### config.mk
export PLATFORM = sky130hd
export DESIGN_NAME = sdma_engine
export DESIGN_NICKNAME = d
export VERILOG_FILES = /design/src/rtl/sdma_pkg.sv /design/src/rtl/sdma_regs.sv /design/src/rtl/sdma_mover.sv /design/src/rtl/sdma_ctrl.sv /design/src/rtl/sdma_engine.sv
export SDC_FILE = /design/constraint.sdc
export NUM_CORES = 1
export LEC_CHECK = 0
export CAP_MARGIN = 25
export CORE_MARGIN = 5
export CORE_UTILIZATION = 29
export CTS_CLUSTER_DIAMETER = 100
export DETAILED_ROUTE_END_ITERATION = 8
export PLACE_DENSITY_LB_ADDON = 0.1
export SLEW_MARGIN = 20
export SYNTH_ARGS = -nofsm -noshare
export SYNTH_HDL_FRONTEND = slang
export SYNTH_SLANG_ARGS = --single-unit
### constraint.sdc
create_clock -name clk -period 2.36 [get_ports clk]
set_clock_uncertainty 0.05 [all_clocks]
set_input_delay 0.59 -clock clk [delete_from_list [all_inputs] [get_ports clk]]
set_output_delay 0.59 -clock clk [all_outputs]
set_load 0.02 [all_outputs]
### src/rtl/sdma_pkg.sv
package sdma_pkg;

    localparam int ADDR_W        = 32;
    localparam int WORD_W        = 32;
    localparam int BEAT_BYTES    = WORD_W / 8;
    localparam int STS_W         = 16;
    localparam int STS_DONE      = 1;
    localparam int STS_BND       = 3;
    localparam int STS_ERR       = 15;
    localparam int BND_W         = 3;
    localparam int BND_BASE_LOG2 = 12;
    localparam int KIND_W        = 2;
    localparam logic [KIND_W-1:0] KIND_SDMA = 2'b00;

    typedef enum logic [2:0] {
        SEL_ADDR  = 3'd0,
        SEL_BSIZE = 3'd1,
        SEL_BCNT  = 3'd2,
        SEL_MODE  = 3'd3,
        SEL_HCTL  = 3'd4,
        SEL_GO    = 3'd5,
        SEL_ICLR  = 3'd6
    } reg_sel_e;

    typedef enum logic [1:0] {
        ST_IDLE = 2'd0,
        ST_RUN  = 2'd1,
        ST_HOLD = 2'd2
    } eng_state_e;

    typedef struct packed {
        logic multi;
        logic card_to_host;
        logic auto_stop;
        logic cnt_en;
        logic dma_en;
    } xfer_mode_t;

    function automatic logic on_boundary(input logic [ADDR_W-1:0] a,
                                         input logic [BND_W-1:0]  code);
        logic [ADDR_W-1:0] mask;
        mask = (ADDR_W'(1) << (BND_BASE_LOG2 + int'(code))) - ADDR_W'(1);
        return (a & mask) == '0;
    endfunction

endpackage

### src/rtl/sdma_regs.sv
module sdma_regs
    import sdma_pkg::*;
#(
    parameter int SIZE_W = 12
) (
    input  logic                 clk,
    input  logic                 rst,
    input  logic                 wr_en,
    input  reg_sel_e             wr_sel,
    input  logic [WORD_W-1:0]    wr_data,
    input  logic                 idle,
    output logic [SIZE_W-1:0]    blk_bytes,
    output logic [BND_W-1:0]     bnd_code,
    output xfer_mode_t           mode,
    output logic [KIND_W-1:0]    dma_kind,
    output logic                 go
);

    localparam int CODE_LSB = SIZE_W;
    localparam int USED_TOP = SIZE_W + BND_W;

    logic unused_hi_bits;
    assign unused_hi_bits = ^wr_data[WORD_W-1:USED_TOP];

    always_ff @(posedge clk) begin
        if (rst) begin
            blk_bytes <= '0;
            bnd_code  <= '0;
            mode      <= '0;
            dma_kind  <= '0;
        end else if (wr_en && idle) begin
            case (wr_sel)
                SEL_BSIZE: begin
                    blk_bytes <= wr_data[SIZE_W-1:0];
                    bnd_code  <= wr_data[CODE_LSB +: BND_W];
                end
                SEL_MODE: begin
                    mode.dma_en       <= wr_data[0];
                    mode.cnt_en       <= wr_data[1];
                    mode.auto_stop    <= wr_data[2];
                    mode.card_to_host <= wr_data[4];
                    mode.multi        <= wr_data[5];
                end
                SEL_HCTL: dma_kind <= wr_data[4:3];
                default: ;
            endcase
        end
    end

    assign go = wr_en && idle && (wr_sel == SEL_GO);

    // configuration cannot move while a transfer owns it
    p_cfg_frozen_r6: assert property (@(posedge clk) disable iff (rst)
        !idle |=> ($stable(blk_bytes) && $stable(bnd_code) &&
                   $stable(mode) && $stable(dma_kind)))
        else $error("config changed while busy");

endmodule

### src/rtl/sdma_mover.sv
module sdma_mover
    import sdma_pkg::*;
(
    input  logic              run,
    input  logic              card_to_host,
    input  logic              buf_rd_valid,
    input  logic [WORD_W-1:0] buf_rd_data,
    output logic              buf_rd_ready,
    output logic              buf_wr_valid,
    output logic [WORD_W-1:0] buf_wr_data,
    input  logic              buf_wr_ready,
    output logic              mem_req,
    output logic              mem_we,
    output logic [WORD_W-1:0] mem_wdata,
    input  logic              mem_ready,
    input  logic [WORD_W-1:0] mem_rdata,
    output logic              fire
);

    logic src_avail;

    always_comb begin
        src_avail    = card_to_host ? buf_rd_valid : buf_wr_ready;
        mem_req      = run && src_avail;
        mem_we       = card_to_host;
        mem_wdata    = buf_rd_data;
        fire         = mem_req && mem_ready;
        buf_rd_ready = fire && card_to_host;
        buf_wr_valid = fire && !card_to_host;
        buf_wr_data  = mem_rdata;
    end

endmodule

### src/rtl/sdma_ctrl.sv
module sdma_ctrl
    import sdma_pkg::*;
#(
    parameter int CNT_W  = 16,
    parameter int SIZE_W = 12
) (
    input  logic                 clk,
    input  logic                 rst,
    input  logic                 go,
    input  logic [SIZE_W-1:0]    blk_bytes,
    input  logic [BND_W-1:0]     bnd_code,
    input  xfer_mode_t           mode,
    input  logic [KIND_W-1:0]    dma_kind,
    input  logic                 addr_wr,
    input  logic                 cnt_wr,
    input  logic                 clr_wr,
    input  logic [WORD_W-1:0]    wr_data,
    input  logic                 fire,
    input  logic                 data_err,
    output eng_state_e           state,
    output logic [ADDR_W-1:0]    sys_addr,
    output logic [CNT_W-1:0]     blk_count,
    output logic [STS_W-1:0]     int_status,
    output logic                 auto_stop
);

    localparam logic [SIZE_W-1:0] BEAT_SZ = SIZE_W'(BEAT_BYTES);

    logic [SIZE_W-1:0]  rem, rem_n;
    eng_state_e         state_n;
    logic [ADDR_W-1:0]  addr_n, addr_step;
    logic [CNT_W-1:0]   cnt_n;
    logic [STS_W-1:0]   set_m, clr_m;
    logic               auto_n, start_ok, block_end, last_block, counted;

    logic unused_mode;
    assign unused_mode = mode.card_to_host;

    assign counted    = mode.multi && mode.cnt_en;
    assign start_ok   = go && mode.dma_en && (dma_kind == KIND_SDMA) &&
                        (blk_bytes != '0) && !(counted && blk_count == '0);
    assign block_end  = rem <= BEAT_SZ;
    assign last_block = !mode.multi || (mode.cnt_en && blk_count == CNT_W'(1));
    assign addr_step  = sys_addr + ADDR_W'(BEAT_BYTES);
    assign clr_m      = clr_wr ? wr_data[STS_W-1:0] : '0;

    always_comb begin
        state_n = state;
        addr_n  = sys_addr;
        cnt_n   = blk_count;
        rem_n   = rem;
        set_m   = '0;
        auto_n  = 1'b0;
        if (data_err && state != ST_IDLE) begin
            state_n        = ST_IDLE;
            set_m[STS_ERR] = 1'b1;
        end else begin
            case (state)
                ST_IDLE: begin
                    if (addr_wr) addr_n = wr_data[ADDR_W-1:0];
                    if (cnt_wr)  cnt_n  = wr_data[CNT_W-1:0];
                    if (start_ok) begin
                        state_n = ST_RUN;
                        rem_n   = blk_bytes;
                    end
                end
                ST_RUN: begin
                    if (fire) begin
                        addr_n = addr_step;
                        if (block_end) begin
                            rem_n = blk_bytes;
                            if (counted) cnt_n = blk_count - CNT_W'(1);
                        end else begin
                            rem_n = rem - BEAT_SZ;
                        end
                        if (block_end && last_block) begin
                            state_n         = ST_IDLE;
                            set_m[STS_DONE] = 1'b1;
                            auto_n          = mode.multi && mode.auto_stop;
                        end else if (on_boundary(addr_step, bnd_code)) begin
                            state_n        = ST_HOLD;
                            set_m[STS_BND] = 1'b1;
                        end
                    end
                end
                ST_HOLD: begin
                    if (addr_wr) begin
                        addr_n  = wr_data[ADDR_W-1:0];
                        state_n = ST_RUN;
                    end
                end
                default: state_n = ST_IDLE;
            endcase
        end
    end

    always_ff @(posedge clk) begin
        if (rst) begin
            state      <= ST_IDLE;
            sys_addr   <= '0;
            blk_count  <= '0;
            rem        <= '0;
            int_status <= '0;
            auto_stop  <= 1'b0;
        end else begin
            state      <= state_n;
            sys_addr   <= addr_n;
            blk_count  <= cnt_n;
            rem        <= rem_n;
            int_status <= (int_status & ~clr_m) | set_m;
            auto_stop  <= auto_n;
        end
    end

    p_hold_quiet_r5: assert property (@(posedge clk) disable iff (rst)
        (state == ST_HOLD) |-> !fire)
        else $error("beat moved while parked");

    p_bnd_flag_r5: assert property (@(posedge clk) disable iff (rst)
        (state == ST_HOLD && $past(state) == ST_RUN) |-> int_status[STS_BND])
        else $error("parked without boundary flag");

    p_fire_in_run_r3: assert property (@(posedge clk) disable iff (rst)
        fire |-> (state == ST_RUN))
        else $error("beat outside run state");

    p_addr_step_r3: assert property (@(posedge clk) disable iff (rst)
        (state == ST_RUN && fire && !data_err) |=>
            (sys_addr == $past(sys_addr) + ADDR_W'(BEAT_BYTES)))
        else $error("address did not step by one beat");

    p_err_stop_r11: assert property (@(posedge clk) disable iff (rst)
        (data_err && state != ST_IDLE) |=> (state == ST_IDLE && int_status[STS_ERR]))
        else $error("error did not stop the engine");

    p_single_cnt_r8: assert property (@(posedge clk) disable iff (rst)
        (state != ST_IDLE && !mode.multi) |=> $stable(blk_count))
        else $error("single-block transfer touched the count");

    p_auto_pulse_r12: assert property (@(posedge clk) disable iff (rst)
        auto_stop |=> !auto_stop)
        else $error("auto-stop longer than one cycle");

endmodule

### src/rtl/sdma_engine.sv
module sdma_engine
    import sdma_pkg::*;
#(
    parameter int CNT_W  = 16,
    parameter int SIZE_W = 12
) (
    input  logic                clk,
    input  logic                rst,
    input  logic                reg_wr_en,
    input  logic [2:0]          reg_wr_sel,
    input  logic [WORD_W-1:0]   reg_wr_data,
    input  logic                data_err,
    input  logic                buf_rd_valid,
    input  logic [WORD_W-1:0]   buf_rd_data,
    output logic                buf_rd_ready,
    output logic                buf_wr_valid,
    output logic [WORD_W-1:0]   buf_wr_data,
    input  logic                buf_wr_ready,
    output logic                mem_req,
    output logic                mem_we,
    output logic [ADDR_W-1:0]   mem_addr,
    output logic [WORD_W-1:0]   mem_wdata,
    input  logic                mem_ready,
    input  logic [WORD_W-1:0]   mem_rdata,
    output logic [STS_W-1:0]    int_status,
    output logic [ADDR_W-1:0]   sys_addr,
    output logic [CNT_W-1:0]    blk_count,
    output logic                card_to_host,
    output logic                auto_stop
);

    reg_sel_e           sel;
    eng_state_e         state;
    logic [SIZE_W-1:0]  blk_bytes;
    logic [BND_W-1:0]   bnd_code;
    xfer_mode_t         mode;
    logic [KIND_W-1:0]  dma_kind;
    logic               go, fire, idle;

    assign sel          = reg_sel_e'(reg_wr_sel);
    assign idle         = (state == ST_IDLE);
    assign mem_addr     = sys_addr;
    assign card_to_host = mode.card_to_host;

    sdma_regs #(.SIZE_W(SIZE_W)) i_regs (
        .clk       (clk),
        .rst       (rst),
        .wr_en     (reg_wr_en),
        .wr_sel    (sel),
        .wr_data   (reg_wr_data),
        .idle      (idle),
        .blk_bytes (blk_bytes),
        .bnd_code  (bnd_code),
        .mode      (mode),
        .dma_kind  (dma_kind),
        .go        (go)
    );

    sdma_mover i_mover (
        .run          (state == ST_RUN),
        .card_to_host (mode.card_to_host),
        .buf_rd_valid (buf_rd_valid),
        .buf_rd_data  (buf_rd_data),
        .buf_rd_ready (buf_rd_ready),
        .buf_wr_valid (buf_wr_valid),
        .buf_wr_data  (buf_wr_data),
        .buf_wr_ready (buf_wr_ready),
        .mem_req      (mem_req),
        .mem_we       (mem_we),
        .mem_wdata    (mem_wdata),
        .mem_ready    (mem_ready),
        .mem_rdata    (mem_rdata),
        .fire         (fire)
    );

    sdma_ctrl #(.CNT_W(CNT_W), .SIZE_W(SIZE_W)) i_ctrl (
        .clk        (clk),
        .rst        (rst),
        .go         (go),
        .blk_bytes  (blk_bytes),
        .bnd_code   (bnd_code),
        .mode       (mode),
        .dma_kind   (dma_kind),
        .addr_wr    (reg_wr_en && sel == SEL_ADDR),
        .cnt_wr     (reg_wr_en && sel == SEL_BCNT),
        .clr_wr     (reg_wr_en && sel == SEL_ICLR),
        .wr_data    (reg_wr_data),
        .fire       (fire),
        .data_err   (data_err),
        .state      (state),
        .sys_addr   (sys_addr),
        .blk_count  (blk_count),
        .int_status (int_status),
        .auto_stop  (auto_stop)
    );

endmodule

== Word-level counts from Yosys, hierarchy flattened ==
Cells that the tools add are included.

* Bits in registers: 101
* Word-level logic and storage cells: 118
* Bits of input ports: 106
* Output and inout bits: 166

* Equality and inequality tests: 17
* Shifts and indexed selects: 1
* Reduce and logical (&&, ||, !) cells: 42
* Magnitude comparators: 1
* Bitwise gates (word level): 8
* Add/sub/neg operators: 5
* Mux-type cells: 30

{| class="wikitable"
|+ Operators by type and width
! kind !! count
|-
| 2-to-1 mux 16 bit || 5
|-
| 2-to-1 mux 32 bit || 2
|-
| case mux 32 bit (2 select lines) || 1
|-
| 2-to-1 mux 12 bit || 3
|-
| adder 32 x 3 -> 32 bit, second input constant || 1
|-
| bitwise AND 32 bit || 1
|-
| logical NOT 32 bit || 1
|-
| case mux 16 bit (2 select lines) || 1
|-
| left shift 1 x 32 -> 32 bit, first input constant || 1
|-
| subtractor 32 x 2 -> 32 bit, second input constant || 1
|-
| case mux 12 bit (2 select lines) || 1
|-
| logical AND 1 bit || 19
|-
| bitwise AND 16 bit || 1
|-
| == test 16 x 1 -> 1 bit, second input constant || 1
|-
| logical NOT 16 bit || 1
|-
| NOT 16 bit || 1
|-
| OR 16 bit || 1
|-
| subtractor 16 x 1 -> 16 bit, second input constant || 1
|-
| <= comparator 12 x 3 -> 1 bit, second input constant || 1
|-
| inequality test 2 x 1 -> 1 bit, second input constant || 6
|-
| AND reduction 4 bit || 3
|-
| nonzero test 12 bit || 1
|-
| subtractor 12 x 3 -> 12 bit, second input constant || 1
|-
| 2-to-1 mux 1 bit || 11
|-
| other kinds (20) || 38
|}

== Longest topological paths before layout ==
Gate-level depths: netlist of the first run.

* Word-level depth: 11
* Depth in mapped cells: 12
* Depth with buffers taken out: 9

== By module ==
From an unflattened synthesis of the first run, not the netlist that was laid out.

* Cells, all modules: 874
* Area, all modules: 6861.6 sq um

{| class="wikitable"
|+ Modules (own cells, without submodules)
! module !! instances !! area an instance (sq um) !! seq. area each (sq um) !! cells each
|-
| sdma_ctrl || 1 || 5059.9 || 1581.5 || 668
|-
| sdma_regs || 1 || 987.2 || 440.4 || 97
|-
| sdma_mover || 1 || 526.8 || 0.0 || 72
|-
| sdma_engine || 1 || 287.8 || 0.0 || 37
|}

== Worst setup path before layout of the first run ==
Ideal clock, no wire load.

* Path type: register to register
* Start point: register i_ctrl.sys_addr[2]
* End point: register i_ctrl.sys_addr[30]
* Stages on the path, launching flop included: 9
* Data arrival time: 2.461 ns
* Slack: -0.225 ns
* Buffers on the path: 0
* Path through: dfxtp_1 -> ha_1 -> nand3_4 -> nor4_4 -> nand4_4 -> nor2_4 -> nand2_2 -> or4_1 -> a31oi_1

* Longest elaborated chain between the ends: 3

{| class="wikitable"
|+ Ends and longest elaborated chain
! item !! line !! RTL
|-
| from (decl) || sdma_ctrl.sv:21 || <nowiki>output logic [ADDR_W-1:0] sys_addr,</nowiki>
|-
| from (signal assigned) || sdma_ctrl.sv:107 || <nowiki>sys_addr <= addr_n;</nowiki>
|-
| adder 32 x 3 -> 32 bit || sdma_ctrl.sv:44 || <nowiki>assign addr_step = sys_addr + ADDR_W'(BEAT_BYTES);</nowiki>
|-
| 2-to-1 mux 32 bit || sdma_ctrl.sv:68 || <nowiki>if (fire) begin</nowiki>
|-
| case mux 32 bit (2 select lines) || sdma_ctrl.sv:58 || <nowiki>case (state)</nowiki>
|}

Every way passes these cells. The select of a mux whose other input is x is not followed.
A chain may end at the register's enable or synchronous reset.

== Worst setup path after layout of the first run ==
* Start point: input port reg_wr_en
* End point: register i_ctrl.blk_count[9]

* Longest elaborated chain between the ends: 3

{| class="wikitable"
|+ Ends and longest elaborated chain
! item !! line !! RTL
|-
| from (decl) || sdma_engine.sv:9 || <nowiki>input logic reg_wr_en,</nowiki>
|-
| logical AND 1 bit || sdma_engine.sv:85 || <nowiki>.cnt_wr (reg_wr_en && sel == SEL_BCNT),</nowiki>
|-
| inequality test 2 x 1 -> 1 bit (no line) || n/a ||
|-
| AND reduction 6 bit (no line) || n/a ||
|-
| to (signal assigned) || sdma_ctrl.sv:108 || <nowiki>blk_count <= cnt_n;</nowiki>
|-
| to (decl) || sdma_ctrl.sv:22 || <nowiki>output logic [CNT_W-1:0] blk_count,</nowiki>
|}

Every way passes these cells.

==> metrics.md, run 1 <==
| Metric | Value |
|---|---|
| Status | complete, no violations |
| WP data required | 2.53 ns |
| DIE WIDTH | 157.6 um |
| Via count | 6362 |
| Most common cell after layout, fill and taps aside | clkdlybuf4s50_1 |
| Cell Area, Synth | between 0.006 and 0.007 mm2 |
| Final Max Tran Viols | 0 |
| Diode count | 0 |
| Placer congestion estimate | slightly above 0.8 |
| Clock Sinks | 101 |
| CP max stage delay | between 0.4 and 0.5 ns |
| Nets@finish | approximately 1.1k |
| Die H | 157.6 um |
| CTS Buffer Depth | 2 |
| Main flop type after synthesis | dfxtp_1 |
| DRT iter0 DRCs | 275 |
| Worst slew pin tran | 0.5410 ns |
| Routed Antenna Nets | 0 |
| VDD IR max | 339.3 uV |
| Power Internal | 3.050 mW |
| Critical Path Source Type | input pin |
| Reg area | 0.002032 mm2 |
| I/O pins | ~270 |
| Post-route clock period utilization | 0.9599 |
| Post-DR wirelength/cell | 17.76 um |
| Clk Latency, worst-skew pair | roughly 0.36 ns |
| Post-synth EDFFs | 0 |
| TritonCTS Buffers | 9 |
| CTS tree | yes |
| Syn_nets | 954 |
| First-pass GRT wire length | 34350 um |
| Drt pass-1 iters | 4 |
| Final Setup Violations | 0 |
| FF+latch count, synth | between 100 and 150 |
| Max FO, Critical Path | 8 |
| DR vias/cell | 5.053 |
| Total Die Area | around 0.025 mm2 |
| Worst path cell trace | clkdlybuf4s50_1 > buf_4 > nor3b_1 > buf_4 > and3b_1 > a41o_4 > clkbuf_16 > buf_4 > a22oi_1 > nor2_1 |
| Total track usage | 0.1740 |
| Min Tclk post-route | around 2.3 ns |
| Multi-input gate area | 0.003547 mm2 |
| Critical path's most frequent cell | buf_4 |
| Number of global-route vias before repair | 6129 |
| Critical Path Slowest Stage Cell | clkdlybuf4s50_1 |
| Worst-path clk slew | approximately 0.080 ns |
| Clk network pwr share | 0.436 |
| Port Buffers | 143 |
| Hold Vio Cnt, Final | 0 |
| Worst setup path class | input pin to flip-flop |
| P_leak | 3.327 nW |
| Fmax | 441.4 MHz |
| H-tree levels | 3 |
| Hold_ws | 0.4002 ns |
| Setup TNS | 0 ns |
| Relative slew slack | 0.6382 |
| # hold bufs at CTS | 0 |
| Gate Count Post-Synth | 842 |
| CTS Root Cell | clkbuf_16 |
| Comb power frac | 0.135 |
| Unrepaired setup endpoints after global routing | yes |
| Largest net degree at the start of global routing | 60 |
| Antenna violations before repair | 0 |
| Filler cells | 2254 |
| Num rows | 54 |
| CP Capture Type | flip-flop |
| Power density cells | about 460 mW/mm2 |
| DR DRC count | 0 |
| DP HPWL | 15980 um |
| Psw | 1.057 mW |
| Most frequent cells in the layout | clkdlybuf4s50_1 (136), buf_4 (110), nand2_1 (101) |
| Ys async rst share | 0 |
| Core ar. | about 0.022 mm2 |
| Sequential-to-total area share from yosys stat | 0.3202 |
| Switch share | 0.2574 |
| Initial Util | 0.2921 |
| GR Overflow Total | 0 |
| Max-cap violations | 0 |
| Flop pwr share | 0.429 |
| Yosys cell types | between 60 and 70 |
| Area delta synth->final | 40.06% |
| Yosys warns | 0 |
| Final Routed Wirelength | approximately 22000 um |
| Syn Area/Cell | 7.500 um2 |
| WP data arrival | roughly 2.4 ns |
| Share of cells above drive strength 1 | 0.2114 |
| Worst hold path class | flip-flop to flip-flop |
[kinds of logic (layout without fill, tap and decap cells)]
kind of cell	Yosys count	in the layout	synth area share
AND/OR/NAND/NOR	333	333	0.2683
AO/OA/AOI/OAI	218	218	0.2082
buffers and inverters	162	299	0.1581
flip-flops	101	101	0.3202
multiplexers	13	13	0.02081
XOR/XNOR	9	9	0.01248
adder cells (fa/ha/maj)	6	6	0.01189
[per-stage QoR]
stage	power [mW]	setup slack (ns)	std cells	instance area, um2	util
final	4.107	0.09458	1259	8845	0.4091
after detailed placement	2.331	-0.4456	1227	8088	0.3741
after global routing	4.259	-0.02763	1259	8845	0.4091
after global placement	2.332	-0.4610	1227	8088	0.3741
after floorplan	2.209	-0.02506	842	6340	-
after CTS	4.135	0.001722	1248	8529	0.3945
[per-layer routing]
metal | share of wire | wire [um] | up-vias | track usage
met5 | 0 | 0 | - | 0
met4 | 0.0074 | 165 | 0 | 0.03892
met3 | 0.045 | 1012 | 14 | 0.02640
met2 | 0.47 | 10460 | 153 | 0.2846
met1 | 0.48 | 10720 | 3053 | 0.2428
li1 | - | - | 3142 | -
[worst paths after layout]
kind,from,to,slack (ns),cells after the start
setup / recovery,reg_wr_en,i_ctrl.blk_count[9],0.09,10
hold / removal,i_ctrl.int_status[10],i_ctrl.int_status[10],0.40,2
setup reg to reg,i_ctrl.rem[3],i_ctrl.blk_count[12],0.10,9
hold reg to reg,i_ctrl.int_status[10],i_ctrl.int_status[10],0.40,2
[power by group through the flow]
stage	registers, mW	logic [mW]	clock network [mW]
5_1_grt	1.77	0.595	1.90
2_1_floorplan	1.83	0.380	0
4_1_cts	1.76	0.537	1.83
3_5_place_dp	1.80	0.528	0
6_report	1.76	0.554	1.79
3_3_place_gp	1.80	0.529	0
[repair_timing]
action / in CTS / in global routing
gates resized for setup: 31 / 55
pin swaps: 5 / 20
setup endpoints to repair: 39 / 52
cloned: 0 / 2
buffers inserted: 5 / 9
[Yosys cell counts, drive strengths merged (3+ instances only)]
cell | count | area share
a2bb2oi | 5 | 0.0069
nand3b | 5 | 0.0059
nor2 | 77 | 0.047
mux2i | 12 | 0.019
o41ai | 4 | 0.0055
nand3 | 21 | 0.019
nor2b | 5 | 0.0050
nand4 | 14 | 0.017
ha | 6 | 0.012
and2 | 5 | 0.0050
nand2b | 18 | 0.018
xnor2 | 7 | 0.0097
or4 | 7 | 0.0083
nor4 | 16 | 0.021
a211oi | 10 | 0.012
o21ai | 49 | 0.039
clkbuf | 40 | 0.024
or2 | 5 | 0.0050
or3 | 9 | 0.0097
a22oi | 10 | 0.012
and3 | 11 | 0.011
o21a | 3 | 0.0036
nor3b | 3 | 0.0036
a21o | 4 | 0.0048
buf | 111 | 0.13
o2bb2ai | 4 | 0.0055
nand2 | 103 | 0.062
a31oi | 7 | 0.0069
nor3 | 27 | 0.021
o22ai | 7 | 0.0069
inv | 10 | 0.0059
dfxtp | 101 | 0.32
a21oi | 94 | 0.074
o31ai | 5 | 0.0059
[cell type report]
class	count	share of cell area
inverter	11	0.004668
multi-input combinational	579	0.4010
timing repair buffer	272	0.2858
clock inverter	6	0.01330
sequential	101	0.2297
clock buffer	10	0.02589
tap	280	0.03961
[worst max-delay path, delay by kind of cell]
family	cells	cell delay, ns
simple gates	3	0.41
compound gates	2	0.45
buf+inv	5	0.99
[sequential cells by signal, summed over array words and instances (netlist names)]
signal and cells:
i_ctrl.rem 12, i_ctrl.int_status 16, i_regs.bnd_code 3, i_ctrl.blk_count 16, i_ctrl.sys_addr 32, i_regs.blk_bytes 12, i_ctrl.auto_stop 1, i_regs.dma_kind 2
i_ctrl.state 2, i_regs.mode 5
No activity file was read; power rests on OpenSTA's default activity.
==> run 2, diff against run 1 <==
--- a/config.mk
+++ b/config.mk
@@ -10,8 +10,9 @@
 export CORE_UTILIZATION = 29
 export CTS_CLUSTER_DIAMETER = 100
 export DETAILED_ROUTE_END_ITERATION = 8
-export PLACE_DENSITY_LB_ADDON = 0.1
+export PLACE_DENSITY = 0.69
 export SLEW_MARGIN = 20
 export SYNTH_ARGS = -nofsm -noshare
 export SYNTH_HDL_FRONTEND = slang
+export SYNTH_HIERARCHICAL = 1
 export SYNTH_SLANG_ARGS = --single-unit
==> run 2 against run 1 <==
Maximum frequency is 2.0% lower. Flip-flop and latch count is the same. Synthesized cell count rose by 3.8%. Non-clock buffer count shrank 30. Wire length shrank 1.2%. Setup slack got worse by 0.046 ns. Sequential share of layout area is 0.095 points higher. Combinational power rose by 14%. Die area up 8.1%. Largest power group is now sequential cells.
==> metrics.md, run 2 <==
| Metric | Value |
|---|---|
| DR DRC count | 0 (unchanged) |
| Max-cap violations | 0 (unchanged) |
| Top post-synthesis cells by area | dfxtp_1 (29%), buf_4 (12%), a21oi_1 (4.5%) |
| Min Tclk post-route | 2.311 ns (+0.04556 ns) |
| Area delta synth->final | 28.37% |
| Yosys warns | 6 (+6) |
| GRT met1 Usage | 0.1960 (-0.04677) |
| Status | complete, no violations |
| Worst Path Buf+Inv | 2 (-3) |
| Post-DR wirelength/cell | 17.07 um (-3.9%) |
| Depth of the most critical reg-to-reg path | 7 (-2) |
| Most frequent cells in the layout | clkdlybuf4s50_1 (134), dfxtp_1 (97), buf_4 (94) |
| Hold Vio Cnt, Final | 0 (unchanged) |
| Worst hold path class | flip-flop to flip-flop |
| Critical Path Slowest Stage Cell | clkdlybuf4s50_1 |
| H-tree levels | 3 (unchanged) |
| WP data required | 2.58 ns (+0.05 ns) |
| GRT Max-Usage Layer | met2 |
| Worst setup path class | input pin to flip-flop |
| Total Die Area | 0.02684 mm2 (+8.1%) |
| Sequential-to-total area share from yosys stat | 0.2947 (-0.02551) |
| Reg2Reg Setup Slack | 0.06 ns (-0.04 ns) |
| Die H | 163.8 um (+4.0%) |
| Top reg by flops | i_ctrl/sys_addr |
| Clock Sinks | 101 (unchanged) |
| Critical Path Source Type | input pin |
| Post-synth EDFFs | 0 (unchanged) |
| TritonCTS Buffers | 9 (unchanged) |
| Max reg flops | 32 (unchanged) |
| WHS Path Cells | 2 (unchanged) |
| Nets@finish | 1082 (-0.37%) |
| Crit Reg-Reg Startpoint | i_ctrl/sys_addr[2] |
| DIE WIDTH | 163.8 um (+4.0%) |
| Ys async rst share | 0 (unchanged) |
| Yosys top cell area share | 0.2947 (-0.02551) |
| Worst-path clk slew | 0.07 ns (about the same) |
| Port Buffers | 143 (unchanged) |
| CP max stage delay | 0.47 ns (+0.05 ns) |
| Final Max Tran Viols | 0 (unchanged) |
| Final Setup Violations | 0 (unchanged) |
| FF+latch count, synth | 101 (unchanged) |
| Worst slew pin tran | 0.5579 ns (+0.01691 ns) |
| Routed Antenna Nets | 0 (unchanged) |
| Max FO, Critical Path | 13 (+5) |
| Top cells by count, synth | buf_4 (106), dfxtp_1 (101), nand2_1 (70) |
| DR vias/cell | 5.142 (+1.8%) |
| CP Capture Type | flip-flop |
| Fin worst setup slack | 0.04903 ns (-0.04556 ns) |
| Most common cell in the netlist | buf_4 |
| Post-route clock period utilization | 0.9792 (+0.01930) |
| Largest net degree at the start of global routing | 81 (+35%) |
| Initial Util | 0.2932 (+0.001128) |
| Global routing usage on met3 | 0.04316 (+0.01677) |
| Clk Latency, worst-skew pair | 0.36 ns (about the same) |
| VDD IR max | 307.5 uV (-9.4%) |
| CTS tree | yes |
| DRT iter0 DRCs | 528 (+92%) |
| Worst path cell trace | clkdlybuf4s50_1 > mux2i_1 > nor2_1 > nand3b_1 > o32a_1 > or2_4 > buf_6 > o32ai_2 |
| # hold bufs at CTS | 0 (unchanged) |
| P_leak | 3.158 nW (-5.1%) |
| Fmax | 432.7 MHz (-2.0%) |
| Hold Path Origin | i_ctrl/int_status[9] |
| Final Routed Wirelength | 22090 um (-1.2%) |
| Main flop type after synthesis | dfxtp_1 |
| Relative slew slack | 0.6280 (-0.01014) |
| GR Overflow Total | 0 (unchanged) |
| Syn Area/Cell | 7.851 um2 (+4.7%) |
| CP delay by family, top | simple AND/OR/NAND/NOR gates |
| Power density cells | 454.4 mW/mm2 (-2.2%) |
| Hold_ws | 0.3878 ns (-0.01245 ns) |
| I/O pins | 272 (unchanged) |
| Biggest regs | i_ctrl/sys_addr: 32 flops, i_ctrl/blk_count: 16 flops, i_ctrl/int_status: 16 flops |
| WP data arrival | 2.53 ns (+0.09 ns) |
| Number of global-route vias before repair | 6315 (+3.0%) |
| Num rows | 56 (+3.7%) |
| Share of cells above drive strength 1 | 0.1703 (-0.04118) |
| Cell accounting for the most synthesized area | dfxtp_1 |
| Reg-to-reg critical path endpoint | i_ctrl/state[0] |
| Antenna violations before repair | 0 (unchanged) |
| First-pass GRT wire length | 34070 um (-0.82%) |
| DP HPWL | 16380 um (+2.5%) |
| Yosys cell types | 81 (+19%) |
| Total track usage | 0.1600 (-0.01405) |
| Routing usage on met2 | 0.2676 (-0.01698) |
| Hold Crit Endpoint | i_ctrl/int_status[9] |
| Placer congestion estimate | 0.9384 (+14%) |
| Most common cell after layout, fill and taps aside | clkdlybuf4s50_1 |
| Drt pass-1 iters | 7 (+3) |
| Gate Count Post-Synth | 874 (+3.8%) |
| Syn_nets | 986 (+3.4%) |
| CTS Buffer Depth | 2 (unchanged) |
| CTS Root Cell | clkbuf_16 |
| Via count | 6654 (+4.6%) |
| Core ar. | 0.02340 mm2 (+8.2%) |
| Pre-CTS WS | -0.5319 ns (-0.08629 ns) |
| Diode count | 0 (unchanged) |
| Cell Area, Synth | 0.006862 mm2 (+8.7%) |
==> run 2: what timing repair did <==
item	in CTS	in global routing
resized for setup	17	17
setup buffers	1	1
endpoints found under the setup margin	29	33
cloned	0	0
pin swaps	4	4
==> run 2: area by class of cell <==
class                           instances  area, um2
Fill cell                            2402      14590
Multi-Input combinational cell        585       3730
Timing Repair Buffer                  242       2230
Sequential cell                       101       2032
Tap cell                              319      399.1
Clock buffer                           12      246.5
Inverter                               31      116.4
Clock inverter                          4      55.05
==> run 2: stage by stage <==
step | util | setup TNS [ns] | cells | total power, mW | instance area, um2
5_1_grt | 0.3764 | -0.005102 | 1294 | 4.171 | 8808
2_1_floorplan | - | 0 | 874 | 2.316 | 6867
3_3_place_gp | 0.3592 | -18.96 | 1276 | 2.455 | 8407
6_report | 0.3764 | 0 | 1294 | 4.002 | 8808
4_1_cts | 0.3736 | 0 | 1293 | 4.043 | 8743
3_5_place_dp | 0.3592 | -21.57 | 1276 | 2.463 | 8407
==> run 2: worst max path at each step <==
| stage | start | endpoint | slack [ns] | cells past startpoint |
|---|---|---|---|---|
| after floorplan | i_ctrl/sys_addr[2] | i_ctrl/sys_addr[30] | 0.02 | 8 |
| final | buf_wr_ready | i_ctrl/blk_count[12] | 0.05 | 8 |
| after global routing | buf_wr_ready | i_ctrl/blk_count[12] | -0.003 | 8 |
| after CTS | i_ctrl/rem[3] | i_ctrl/blk_count[12] | 0.005 | 8 |
| after detailed placement | buf_rd_valid | i_ctrl/blk_count[12] | -0.53 | 8 |
| after global placement | buf_rd_valid | i_ctrl/blk_count[12] | -0.49 | 8 |
==> run 2: worst reg2reg max path, stage by stage (launching register included) <==
cell and delay (ns):
dfxtp_4 0.38, ha_1 0.14, or3b_4 0.38, or4_4 0.44, a2111oi_4 0.38, buf_4 0.17, nand4_1 0.09, and3_1 0.17
==> run 2: cell families (layout without fill, tap and decap cells) <==
kind of cell / after synthesis / in the layout / share of synthesized area
AOI/OAI and AO/OA: 225 / 225 / 0.2124
xor gates and xnor gates: 3 / 3 / 0.003830
adders and majority gates: 6 / 6 / 0.01094
buffers and inverters: 188 / 289 / 0.1751
DFF: 101 / 101 / 0.2947
muxes: 31 / 31 / 0.04559
and+or+nand+nor: 320 / 320 / 0.2575
==> run 2: layer usage <==
layer  vias up  part of all wire
li1       3204                 -
met1      3128              0.40
met2       274              0.48
met3        48             0.085
met4         0             0.031
met5         -                 0
==> run 2: report_power, final <==
part | switching, mW | internal (mW)
registers | 0.0565 | 1.74
clock network | 0.715 | 0.860
logic | 0.329 | 0.302
==> run 3, diff against run 2 <==
--- a/config.mk
+++ b/config.mk
@@ -10,7 +10,7 @@
 export CORE_UTILIZATION = 29
 export CTS_CLUSTER_DIAMETER = 100
 export DETAILED_ROUTE_END_ITERATION = 8
-export PLACE_DENSITY = 0.69
+export PLACE_DENSITY_LB_ADDON = 0.05
 export SLEW_MARGIN = 20
 export SYNTH_ARGS = -nofsm -noshare
 export SYNTH_HDL_FRONTEND = slang
==> run 3 against run 2 <==
Sequential share of layout area fell by 0.43 points. Critical path depth rose by 1. Maximum frequency rose by 1.2%. Largest cell class unchanged. Highest routed layer unchanged.
==> metrics.md, run 3 (same netlist as run 2, synthesis figures left out) <==
| Metric | Value |
|---|---|
| Status | complete, no violations |
| Antenna violations before repair | 0 (unchanged) |
| Core ar. | 0.02340 mm2 (unchanged) |
| Fmax | 437.8 MHz (+1.2%) |
| Clk Latency, worst-skew pair | 0.35 ns (about the same) |
| DR vias/cell | 5.099 (-0.84%) |
| Worst-path clk slew | 0.08 ns (about the same) |
| TritonCTS Buffers | 9 (unchanged) |
| I/O pins | 272 (unchanged) |
| Post-route clock period utilization | 0.9678 (-0.01145) |
| Placement Cell Area | 0.008417 mm2 (+0.12%) |
| Worst slew pin tran | 0.4681 ns (-0.08981 ns) |
| P_leak | 3.250 nW (+2.9%) |
| Worst setup path class | flip-flop to flip-flop |
| Final Setup Violations | 0 (unchanged) |
| CTS tree | yes |
| DP HPWL | 17480 um (+6.7%) |
| Top reg by flops | i_ctrl/sys_addr |
| Critical Path Source Type | flip-flop |
| WP data arrival | 2.48 ns (-0.05 ns) |
| DR DRC count | 0 (unchanged) |
| DRT iter0 DRCs | 322 (-39%) |
| Final Max Tran Viols | 0 (unchanged) |
| Total power | 3.934 mW (-1.7%) |
| Setup TNS | 0 ns (unchanged) |
| Nets@finish | 1089 (+0.65%) |
| CTS Buffer Depth | 2 (unchanged) |
| Min Tclk post-route | 2.284 ns (-0.02702 ns) |
| Max reg flops | 32 (unchanged) |
| Hold_ws | 0.3877 ns (-0.00009200 ns) |
| Max-cap violations | 0 (unchanged) |
| Initial Util | 0.2932 (unchanged) |
| First-pass GRT wire length | 36070 um (+5.9%) |
| Port Buffers | 143 (unchanged) |
| VDD IR max | 283.4 uV (-7.9%) |
| GR Overflow Total | 0 (unchanged) |
| Routed Antenna Nets | 0 (unchanged) |
| H-tree levels | 3 (unchanged) |
| Placer congestion estimate | 0.8272 (-12%) |
| Largest net degree at the start of global routing | 61 (-25%) |
| Most common cell after layout, fill and taps aside | clkdlybuf4s50_1 |
| Via count | 6639 (-0.23%) |
| Pre-CTS WS | -0.4782 ns (+0.05366 ns) |
| Unrepaired setup endpoints after global routing | yes |
| Area delta synth->final | 31.04% |
| DP Cell Count | 1279 (+0.24%) |
| Power density cells | 437.5 mW/mm2 (-3.7%) |
| Relative slew slack | 0.6850 (+0.05700) |
| Hold Vio Cnt, Final | 0 (unchanged) |
| Total Die Area | 0.02684 mm2 (unchanged) |
| Post-DR wirelength/cell | 18.05 um (+5.7%) |
| Biggest regs | i_ctrl/sys_addr: 32 flops, i_ctrl/blk_count: 16 flops, i_ctrl/int_status: 16 flops |
| CTS Root Cell | clkbuf_16 |
| Total track usage | 0.1705 (+0.01050) |
| Max FO, Critical Path | 4 (-9) |
| Die H | 163.8 um (unchanged) |
| Worst hold path class | flip-flop to flip-flop |
| Final core occ | 0.3842 (+0.007806) |
| Most frequent cells in the layout | clkdlybuf4s50_1 (132), buf_4 (98), dfxtp_1 (94) |
| Non-filler instance count after layout | 1302 (+0.62%) |
| Number of global-route vias before repair | 6422 (+1.7%) |
| Finished Cell Area | 0.008991 mm2 (+2.1%) |
| Clock Sinks | 101 (unchanged) |
| Share of cells above drive strength 1 | 0.1945 (+0.02424) |
| # hold bufs at CTS | 0 (unchanged) |
| Drt pass-1 iters | 5 (-2) |
| Num rows | 56 (unchanged) |
| CP Capture Type | flip-flop |
| Fin worst setup slack | 0.07605 ns (+0.02702 ns) |
| DIE WIDTH | 163.8 um (unchanged) |
| Final Routed Wirelength | 23500 um (+6.4%) |
| WP data required | 2.56 ns (-0.02 ns) |
==> run 3: cell count changes in the layout (fill, tap and decap cells not counted), moves of 3 or more <==
cell and change:
o21ai_0 -5, buf_4 +4, nor4_2 -4, nor4_4 +4, o21ai_2 +4, dfxtp_1 -3, dfxtp_2 +3, dlymetal6s2s_1 +3
==> run 3: layer usage <==
metal / track usage / wire, um / up-vias
met2: 0.2933 / 11400 / 190
li1: - / - / 3218
met5: 0 / 0 / -
met1: 0.2197 / 10600 / 3192
met3: 0.02459 / 1016 / 39
met4: 0.05528 / 480 / 0
==> run 3: final cells by class <==
cell class,count,area (um2)
antenna,1,2.502
tap,319,399.1
inverter,31,116.4
multi-input combinational,585,3842
timing repair buffer,249,2306
clock buffer,12,256.5
sequential,101,2036
clock inverter,4,32.53
fill,2446,14410
==> run 3: where the power goes <==
part | switching [mW] | internal [mW] | leakage [nW]
clock | 0.706 | 0.779 | 0.135
sequential | 0.0548 | 1.74 | 0.821
combinational | 0.342 | 0.311 | 2.29
total | 1.10 | 2.83 | 3.25
==> run 3: final timing paths <==
check | cells past startpoint | slack, ns | to | startpoint
max | 9 | 0.08 | i_ctrl/state[0] | i_ctrl/sys_addr[2]
min | 2 | 0.39 | i_ctrl/int_status[7] | i_ctrl/int_status[7]
max reg2reg | 9 | 0.08 | i_ctrl/state[0] | i_ctrl/sys_addr[2]
min reg2reg | 2 | 0.39 | i_ctrl/int_status[7] | i_ctrl/int_status[7]
==> run 3: worst max-delay path: stages (launching register included) <==
cell,delay [ns]
dfxtp_2,0.36
ha_1,0.14
or3b_4,0.39
buf_4,0.15
nor4_4,0.13
o21ai_2,0.11
a2111oi_4,0.40
buf_4,0.18
nand4_1,0.10
and3_1,0.18
==> run 3: what timing repair did <==
action	in CTS	in global routing
resized for setup	27	44
buffers inserted	0	6
pin swaps	2	14
endpoints found under the hold margin	0	0
endpoints found under the setup margin	36	55
